`src/rtl/dt_gate_pkg.sv`:
```
package dt_gate_pkg;
  typedef enum logic [2:0] {
    PH_OFF     = 3'd0,
    PH_WAIT_HS = 3'd1,
    PH_HS      = 3'd2,
    PH_WAIT_LS = 3'd3,
    PH_LS      = 3'd4
  } phase_e;
endpackage

```
`src/rtl/dt_wdog.sv`:
```
module dt_wdog #(
  parameter int unsigned WD_CYCLES = 16
) (
  input  logic clk_i,
  input  logic rst_ni,
  input  logic run_i,
  output logic expired_o
);
  localparam int unsigned CNT_W = (WD_CYCLES < 2) ? 1 : $clog2(WD_CYCLES);
  localparam logic [CNT_W-1:0] LAST = CNT_W'(WD_CYCLES - 1);

  logic [CNT_W-1:0] cnt_q;

  always_ff @(posedge clk_i or negedge rst_ni) begin
    if (!rst_ni)            cnt_q <= '0;
    else if (!run_i)        cnt_q <= '0;
    else if (cnt_q != LAST) cnt_q <= cnt_q + 1'b1;
  end

  assign expired_o = run_i && (cnt_q == LAST);

  // the count restarts whenever the wait is left
  assert_wd_restart_R4: assert property (@(posedge clk_i) disable iff (!rst_ni)
    !run_i |=> !expired_o || (WD_CYCLES == 1));
endmodule

```
`src/rtl/dt_prebias_hold.sv`:
```
module dt_prebias_hold (
  input  logic clk_i,
  input  logic rst_ni,
  input  logic ss_active_i,
  input  logic pwm_i,
  output logic holdoff_o
);
  logic seen_q;

  always_ff @(posedge clk_i or negedge rst_ni) begin
    if (!rst_ni)           seen_q <= 1'b0;
    else if (!ss_active_i) seen_q <= 1'b0;
    else if (pwm_i)        seen_q <= 1'b1;
  end

  assign holdoff_o = ss_active_i && !seen_q;

  // a high PWM sample during soft-start lifts the hold-off
  assert_holdoff_lift_R6: assert property (@(posedge clk_i) disable iff (!rst_ni)
    (ss_active_i && pwm_i) |=> !holdoff_o);
endmodule

```
`src/rtl/dt_phase_fsm.sv`:
```
module dt_phase_fsm
  import dt_gate_pkg::*;
(
  input  logic clk_i,
  input  logic rst_ni,
  input  logic pwm_i,
  input  logic sw_low_i,
  input  logic lg_low_i,
  input  logic holdoff_i,
  input  logic force_hs_off_i,
  input  logic force_ls_on_i,
  input  logic wd_expired_i,
  output logic wd_run_o,
  output logic hs_en_o,
  output logic ls_en_o
);
  phase_e state_q, state_d;
  logic want_hs, want_ls;

  // protection requests dominate the loop request
  assign want_hs = pwm_i && !force_hs_off_i && !force_ls_on_i;
  assign want_ls = force_ls_on_i || (!pwm_i && !holdoff_i);

  always_comb begin
    state_d = state_q;
    unique case (state_q)
      PH_OFF: begin
        if (want_hs)      state_d = PH_WAIT_HS;
        else if (want_ls) state_d = PH_WAIT_LS;
      end
      PH_WAIT_HS: begin
        if (!want_hs)      state_d = want_ls ? PH_WAIT_LS : PH_OFF;
        else if (lg_low_i) state_d = PH_HS;
      end
      PH_HS: begin
        if (!want_hs) state_d = want_ls ? PH_WAIT_LS : PH_OFF;
      end
      PH_WAIT_LS: begin
        if (want_hs)                       state_d = PH_WAIT_HS;
        else if (!want_ls)                 state_d = PH_OFF;
        else if (sw_low_i || wd_expired_i) state_d = PH_LS;
      end
      PH_LS: begin
        if (!want_ls) state_d = want_hs ? PH_WAIT_HS : PH_OFF;
      end
      default: state_d = PH_OFF;
    endcase
  end

  always_ff @(posedge clk_i or negedge rst_ni) begin
    if (!rst_ni) state_q <= PH_OFF;
    else         state_q <= state_d;
  end

  assign hs_en_o  = (state_q == PH_HS);
  assign ls_en_o  = (state_q == PH_LS);
  assign wd_run_o = (state_q == PH_WAIT_LS);

  assert_hs_after_lg_low_R2: assert property (@(posedge clk_i) disable iff (!rst_ni)
    $rose(hs_en_o) |-> $past(lg_low_i));

  assert_ls_after_node_or_wd_R3: assert property (@(posedge clk_i) disable iff (!rst_ni)
    $rose(ls_en_o) |-> ($past(sw_low_i) || $past(wd_expired_i)));

  assert_prebias_hold_R5: assert property (@(posedge clk_i) disable iff (!rst_ni)
    $rose(ls_en_o) |-> (!$past(holdoff_i) || $past(force_ls_on_i)));

  assert_force_hs_off_R8: assert property (@(posedge clk_i) disable iff (!rst_ni)
    (force_hs_off_i && hs_en_o) |=> !hs_en_o);

  assert_force_ls_drops_hs_R9: assert property (@(posedge clk_i) disable iff (!rst_ni)
    (force_ls_on_i && hs_en_o) |=> (!hs_en_o && !ls_en_o));

  assert_dead_cycle_ls_R10: assert property (@(posedge clk_i) disable iff (!rst_ni)
    $rose(ls_en_o) |-> !$past(hs_en_o));

  assert_dead_cycle_hs_R10: assert property (@(posedge clk_i) disable iff (!rst_ni)
    $rose(hs_en_o) |-> !$past(ls_en_o));
endmodule

```
`src/rtl/dt_gate_ctrl.sv`:
```
module dt_gate_ctrl #(
  parameter int unsigned WD_CYCLES = 16
) (
  input  logic clk_i,
  input  logic rst_ni,
  input  logic pwm_i,
  input  logic sw_low_i,
  input  logic lg_low_i,
  input  logic ss_active_i,
  input  logic force_hs_off_i,
  input  logic force_ls_on_i,
  output logic hs_en_o,
  output logic ls_en_o
);
  logic holdoff, wd_run, wd_expired;

  dt_prebias_hold i_hold (
    .clk_i       (clk_i),
    .rst_ni      (rst_ni),
    .ss_active_i (ss_active_i),
    .pwm_i       (pwm_i),
    .holdoff_o   (holdoff)
  );

  dt_wdog #(.WD_CYCLES(WD_CYCLES)) i_wdog (
    .clk_i     (clk_i),
    .rst_ni    (rst_ni),
    .run_i     (wd_run),
    .expired_o (wd_expired)
  );

  dt_phase_fsm i_fsm (
    .clk_i          (clk_i),
    .rst_ni         (rst_ni),
    .pwm_i          (pwm_i),
    .sw_low_i       (sw_low_i),
    .lg_low_i       (lg_low_i),
    .holdoff_i      (holdoff),
    .force_hs_off_i (force_hs_off_i),
    .force_ls_on_i  (force_ls_on_i),
    .wd_expired_i   (wd_expired),
    .wd_run_o       (wd_run),
    .hs_en_o        (hs_en_o),
    .ls_en_o        (ls_en_o)
  );
endmodule

```
`config.mk`:
```
export PLATFORM = sky130hd
export DESIGN_NAME = dt_gate_ctrl
export DESIGN_NICKNAME = d
export VERILOG_FILES = /design/src/rtl/dt_gate_pkg.sv /design/src/rtl/dt_wdog.sv /design/src/rtl/dt_prebias_hold.sv /design/src/rtl/dt_phase_fsm.sv /design/src/rtl/dt_gate_ctrl.sv
export SDC_FILE = /design/constraint.sdc
export NUM_CORES = 1
export LEC_CHECK = 0
export BUFFER_PORTS_ARGS = -buffer_cell sky130_fd_sc_hd__buf_2
export CAP_MARGIN = 20
export CORE_AREA = 8 8 45 47
export DETAILED_ROUTE_END_ITERATION = 10
export DIE_AREA = 0 0 53 55
export PLACE_DENSITY_LB_ADDON = 0.12
export SYNTH_ARGS = -nofsm -noshare
export SYNTH_HDL_FRONTEND = slang
export SYNTH_SLANG_ARGS = --single-unit
```
`constraint.sdc`:
```
create_clock -name clk_i -period 3.1 [get_ports clk_i]
set_input_delay 0.62 -clock clk_i [delete_from_list [all_inputs] [get_ports clk_i]]
set_output_delay 0.62 -clock clk_i [all_outputs]
set_load 0.005 [all_outputs]
```
==> metrics, run 1 <==
share of cells above drive strength 1=31.3%; Overflow after GRT=0; slowest CP cell=mux2_4; syn nets=63; post-CTS setup buffers=0; Synth cell types=28; clk_skew=0.00690 ns; post-synthesis adder-cell area fraction=2.34%; final setup fails=0; area leader, netlist=dfrtp_1; filler cell count=155; DP HPWL=753 um; most frequent cell after synthesis=dfrtp_1; Netlist Area Pre-Place=536 um^2; Max Clk Rate=541 MHz; first-pass GRT wire length=1.64 mm; asr flop ratio synth=100%; Final Cell Area=604 um^2; Synth Area in Compound Gates=19.2%; WL per Instance=12.0 um; Slew Viols, Final=0; Seq cells post-synth=8; Crit path max-delay family=compound AO/OA/AOI/OAI gates; Final Power=0.449 mW; WP buf/inv=1; critical-path cell list=buf_2 > nor3b_2 > nor4_1 > a21bo_2 > a311oi_4 > mux2_4; Final WS setup=1.25 ns; CORE AREA=1380 um^2; Mapped Cells=54; initial antenna violation count=0; RePlAce Congestion=0.703; clk sinks=8; Placed Instance Area=582 um^2; post_cts resized=0; EDFF count, synth=0; Die Wd=53 um; crit share post-route=59.6%; Slew @ Worst Pin=0.311 ns; Pleak=0.278 nW; Worst Path Required=3.24 ns; minimum clock period=1.85 ns; # diodes=0; Worst EP arrival=1.98 ns; Site Rows=14; chip height=55 um; xor and xnor area share after synthesis=1.64%; # nets final=75; Inst Count DP=77; CP peak stage delay=0.34 ns; Ports=10; largest net degree at the start of global routing=12; vias in the first global route=392; clk root buf=clkbuf_4; routed wire length=958 um; die area=2920 um^2; H-tree depth=1; register area share after synthesis=37.4%; DP Worst Slack=0.969 ns; Hold Crit Class=input port to async pin; Most used DFF post-synth=dfrtp_1; CTS tree=built; Worst-path clk slew=0.05 ns; most frequent cells after synthesis=dfrtp_1 (8), nor2_1 (7), inv_1 (4), nand3_1 (4); synthesis-to-layout area growth=12.9%; Ys Warns=0; post-layout util=43.7%; clk_lat worst skew=0.25 ns; via count=414; IO Port Bufs=9; syn_area_per_cell=9.92 um^2; Hold Vio Cnt, Final=0; area share of and/or/nand/nor cells after synthesis=26.6%; initial core utilization=38.7%; Remaining DRCs=0; post-synth top area share=37.4%; mux cell area share after synthesis=6.54%; GRT Total Usage=7.64%; hold_buf cts=0; CP endpoint kind=flop; outcome=completed; maximum clock path buffer count=2; Hold Slack=0.198 ns; CP max FO=5; maxcap violations=0; Critical Path Source Type=input port; post-route ant nets=0; Slew HR=79.3%; Area contributors post-synth=dfrtp_1 (37%), a311oi_4 (4.9%), nor2_1 (4.9%); First DRT Iteration DRCs=2; VDD IR max=0.376 mV; Cell Count, Final, Fillers Out=80; TNS Setup=0 ns; drt first pass iters=2; unrepaired setup endpoints after global routing=no; PD cells=743 nW/um^2; main combinational cell family by area after synthesis=simple AND/OR/NAND/NOR gates; TritonCTS Buffers=3; Vias/cell=5.18; Setup CP Type=input port to flop
cell usage in the layout (no fill, tap or decap), drive strengths merged:
cell    synthesis  routed
nor3            3       3
nand3           4       4
a21bo           1       1
and2b           1       1
o32a            1       1
dfrtp           8       8
o21a            1       1
ha              1       1
nor4b           1       1
o21ai           3       3
a21oi           1       1
clkbuf          0       3
nor2            7       7
nand2b          1       1
mux2            1       1
o211ai          1       1
inv             4       4
a31oi           1       1
a311oi          1       1
mux2i           2       2
nor4            1       1
a221o           1       1
xnor2           1       1
buf             2       9
nand2           2       2
nor3b           4       4
final timing paths:
path | startpoint | end | slack [ns] | cells past startpoint
max in group asynchronous | rst_ni | i_wdog.cnt_q[0]$_DFFE_PN0N_ | 2.73 | 1
worst min-delay path | rst_ni | i_fsm.state_q[0]$_DFFE_PN0P_ | 0.20 | 1
worst min register to register | i_hold.seen_q$_DFFE_PN0P_ | i_hold.seen_q$_DFFE_PN0P_ | 0.48 | 1
min in group clk_i | i_hold.seen_q$_DFFE_PN0P_ | i_hold.seen_q$_DFFE_PN0P_ | 0.48 | 1
worst max-delay path | force_ls_on_i | i_fsm.state_q[0]$_DFFE_PN0P_ | 1.25 | 6
worst max register to register | i_fsm.state_q[1]$_DFFE_PN0P_ | i_fsm.state_q[0]$_DFFE_PN0P_ | 1.31 | 5
cell families after synthesis:
logic type,Yosys count
muxes,3
xor gates and xnor gates,1
and+or+nand+nor,24
adders and majority gates,1
buffers and inverters,6
DFF,8
AOI/OAI and AO/OA,11
state kept, by name, summed over array words and instances (netlist names):
signal         count
i_wdog.cnt_q       4
i_fsm.state_q      3
i_hold.seen_q      1
layer usage:
layer	share of wire [%]	track usage [%]
met2	47	11.9
met3	3.8	1.60
met4	2.6	7.76
met5	0	0
met1	46	8.33
cell type report:
cell class	instances	area [um^2]	share of cell area, %
timing repair buffer	9	45.0	7.45
tap	16	20.0	3.31
clock buffer	3	22.5	3.73
sequential	8	200	33.1
inverter	4	15.0	2.48
multi-input combinational	40	302	49.9
where the power goes:
group	switching, mW	internal [mW]
sequential	0.0549	0.134
combinational	0.0786	0.105
clock	0.0327	0.0441
total	0.166	0.283
Note: power is estimated with default switching activity, not from simulation.
==> run 2: changes to the inputs <==
clock period = 1.7 ns   (was 3.1 ns; I/O delays follow)
==> metrics, run 2 (synthesis results as in run 1) <==
outcome=completed; Clk pwr share=16.6% (-0.5 points); maxcap violations=0 (unchanged); First DRT Iteration DRCs=8 (+6); CORE AREA=1380 um^2 (unchanged); Slew @ Worst Pin=0.245 ns (-0.0654 ns); Pleak=0.317 nW (+14%); slowest CP cell=dfrtp_1; max reg flops=4 (unchanged); Worst Setup EP=i_fsm.state_q[0]$_DFFE_PN0P_; H-tree depth=1 (unchanged); Ports=10 (unchanged); Crit path max-delay family=compound AO/OA/AOI/OAI gates; critical-path cell list=nand2b_4 > a21oi_4 > and2b_4 > a311oi_4 > mux2_4; clk_skew=0.00542 ns (-0.00148 ns); TNS Setup=0 ns (unchanged); PD cells=1340 nW/um^2 (+81%); first-pass GRT wire length=2.00 mm (+22%); # diodes=0 (unchanged); largest reg by FF count=i_wdog.cnt_q; CP peak stage delay=0.38 ns (+0.04 ns); RePlAce Congestion=0.698 (-0.68%); # nets final=83 (+11%); Die Wd=53 um (unchanged); die area=2920 um^2 (unchanged); worst reg2reg startpoint=i_hold.seen_q$_DFFE_PN0P_; Int Power=0.579 mW (+100%); maximum clock path buffer count=2 (unchanged); final setup fails=0 (unchanged); IO Port Bufs=9 (unchanged); Seq pwr share=33.4% (-8.6 points); unrepaired setup endpoints after global routing=yes; Hold Crit Class=input port to flop; Slew HR=83.4% (+4.1 points); Slew Viols, Final=0 (unchanged); largest net degree at the start of global routing=9 (-3); Hold Vio Cnt, Final=0 (unchanged); CP max FO=5 (unchanged); switching share of power=36.0% (-0.98 points); Setup CP Type=flop to flop; most frequent cells in the layout=buf_2 (9), dfrtp_1 (8), nor2_1 (7), buf_4 (7); initial core utilization=38.7% (unchanged); Overflow after GRT=0 (unchanged); WL per Instance=12.7 um (+6.0%); Worst Path Required=1.84 ns (-1.40 ns); routed wire length=1.12 mm (+17%); Site Rows=14 (unchanged); drt first pass iters=3 (+1); largest registers=i_wdog.cnt_q (4), i_fsm.state_q (3), i_hold.seen_q (1); Critical Path Source Type=flop; CP endpoint kind=flop; Comb power frac=50.0% (+9.1 points); CP Depth=5 (-1); WP buf/inv=0 (-1); sw power=0.326 mW (+96%); post-route ant nets=0 (unchanged); Worst EP arrival=1.78 ns (-0.20 ns); reg2reg end=i_fsm.state_q[0]$_DFFE_PN0P_; Remaining DRCs=0 (unchanged); vias in the first global route=495 (+26%); Final WS setup=0.0557 ns (-1.20 ns); minimum clock period=1.64 ns; synthesis-to-layout area growth=25.9%; via count=461 (+11%); Inst Count DP=84 (+9.1%); share of cells above drive strength 1=37.5% (+6.3 points); clk_lat worst skew=0.25 ns (about the same); Worst Hold Path Cells=2; clk root buf=clkbuf_4; initial antenna violation count=0 (unchanged); CTS tree=built; Setup crit start=i_hold.seen_q$_DFFE_PN0P_; most common cell after layout, fill and taps aside=buf_2; Worst-path clk slew=0.06 ns (about the same); post-CTS setup buffers=0 (unchanged); DP Worst Slack=-0.00784 ns (-0.977 ns); VDD IR max=0.583 mV (+55%); R2R setup slack=0.06 ns (-1.25 ns); Cell Count, Final, Fillers Out=88 (+10%); GRT Total Usage=9.34% (+1.7 points); Max Clk Rate=608 MHz; clk sinks=8 (unchanged); crit share post-route=96.7%; chip height=55 um (unchanged); TritonCTS Buffers=3 (unchanged); hold path start=pwm_i; DP HPWL=902 um (+20%); Vias/cell=5.24 (+1.2%); R2R depth=5 (unchanged)
-- run 2: changes by cell type in the layout (fill, tap and decap cells not counted) --
cell	change
dlygate4sd3_1	+1
a21oi_2	-1
a21oi_4	+1
buf_4	+7
-- run 2: what timing repair did --
item	4_1_cts	5_1_grt
pin swaps	0	1
hold endpoints to repair	8	0
endpoints found under the setup margin	2	3
gates resized for setup	1	0
hold buffers	1	0
-- run 2: metrics by stage --
| step | utilization [%] | area, um^2 | total power [mW] | hold slack [ns] |
|---|---|---|---|---|
| floorplan | - | 536 | 0.640 | 0.0444 |
| global placement | 45.8 | 634 | 0.755 | 0.200 |
| CTS | 48.7 | 674 | 0.921 | 0.328 |
| finish | 48.7 | 674 | 0.905 | 0.335 |
| detailed placement | 45.8 | 634 | 0.760 | 0.200 |
| global route | 48.7 | 674 | 0.989 | 0.336 |
-- run 2: area by class of cell --
class | instances | area, um^2
Timing Repair Buffer | 17 | 108
Clock buffer | 3 | 22.5
Sequential cell | 8 | 200
Inverter | 4 | 15.0
Fill cell | 145 | 709
Tap cell | 16 | 20.0
Multi-Input combinational cell | 40 | 309
-- run 2: worst min-delay path by stage --
stage and to:
6_report i_hold.seen_q$_DFFE_PN0P_, 5_1_grt i_hold.seen_q$_DFFE_PN0P_, 4_1_cts i_hold.seen_q$_DFFE_PN0P_, 3_5_place_dp i_wdog.cnt_q[0]$_DFFE_PN0N_, 3_3_place_gp i_wdog.cnt_q[0]$_DFFE_PN0N_, 2_1_floorplan i_fsm.state_q[0]$_DFFE_PN0P_
-- run 2: power groups by stage --
stage | registers, mW | clock network [mW] | logic (mW)
floorplan | 0.285 | 0 | 0.355
global placement | 0.306 | 0 | 0.450
detailed placement | 0.307 | 0 | 0.453
CTS | 0.305 | 0.159 | 0.458
global route | 0.312 | 0.169 | 0.509
finish | 0.302 | 0.151 | 0.452
-- run 2: worst reg2reg max path, delay by kind of cell, from the launching register on --
kind,cells,cell delay (ns)
AOI/OAI and AO/OA,2,0.46
DFF,1,0.38
muxes,1,0.32
and+or+nand+nor,2,0.37
-- run 2: layer usage --
| layer | vias to the layer above | track usage (%) | wire [um] |
|---|---|---|---|
| met1 | 223 | 9.41 | 472 |
| met4 | 0 | 5.17 | 0 |
| met3 | 0 | 3.74 | 51 |
| met2 | 3 | 16.2 | 592 |
| met5 | - | 0 | 0 |
| li1 | 235 | - | - |
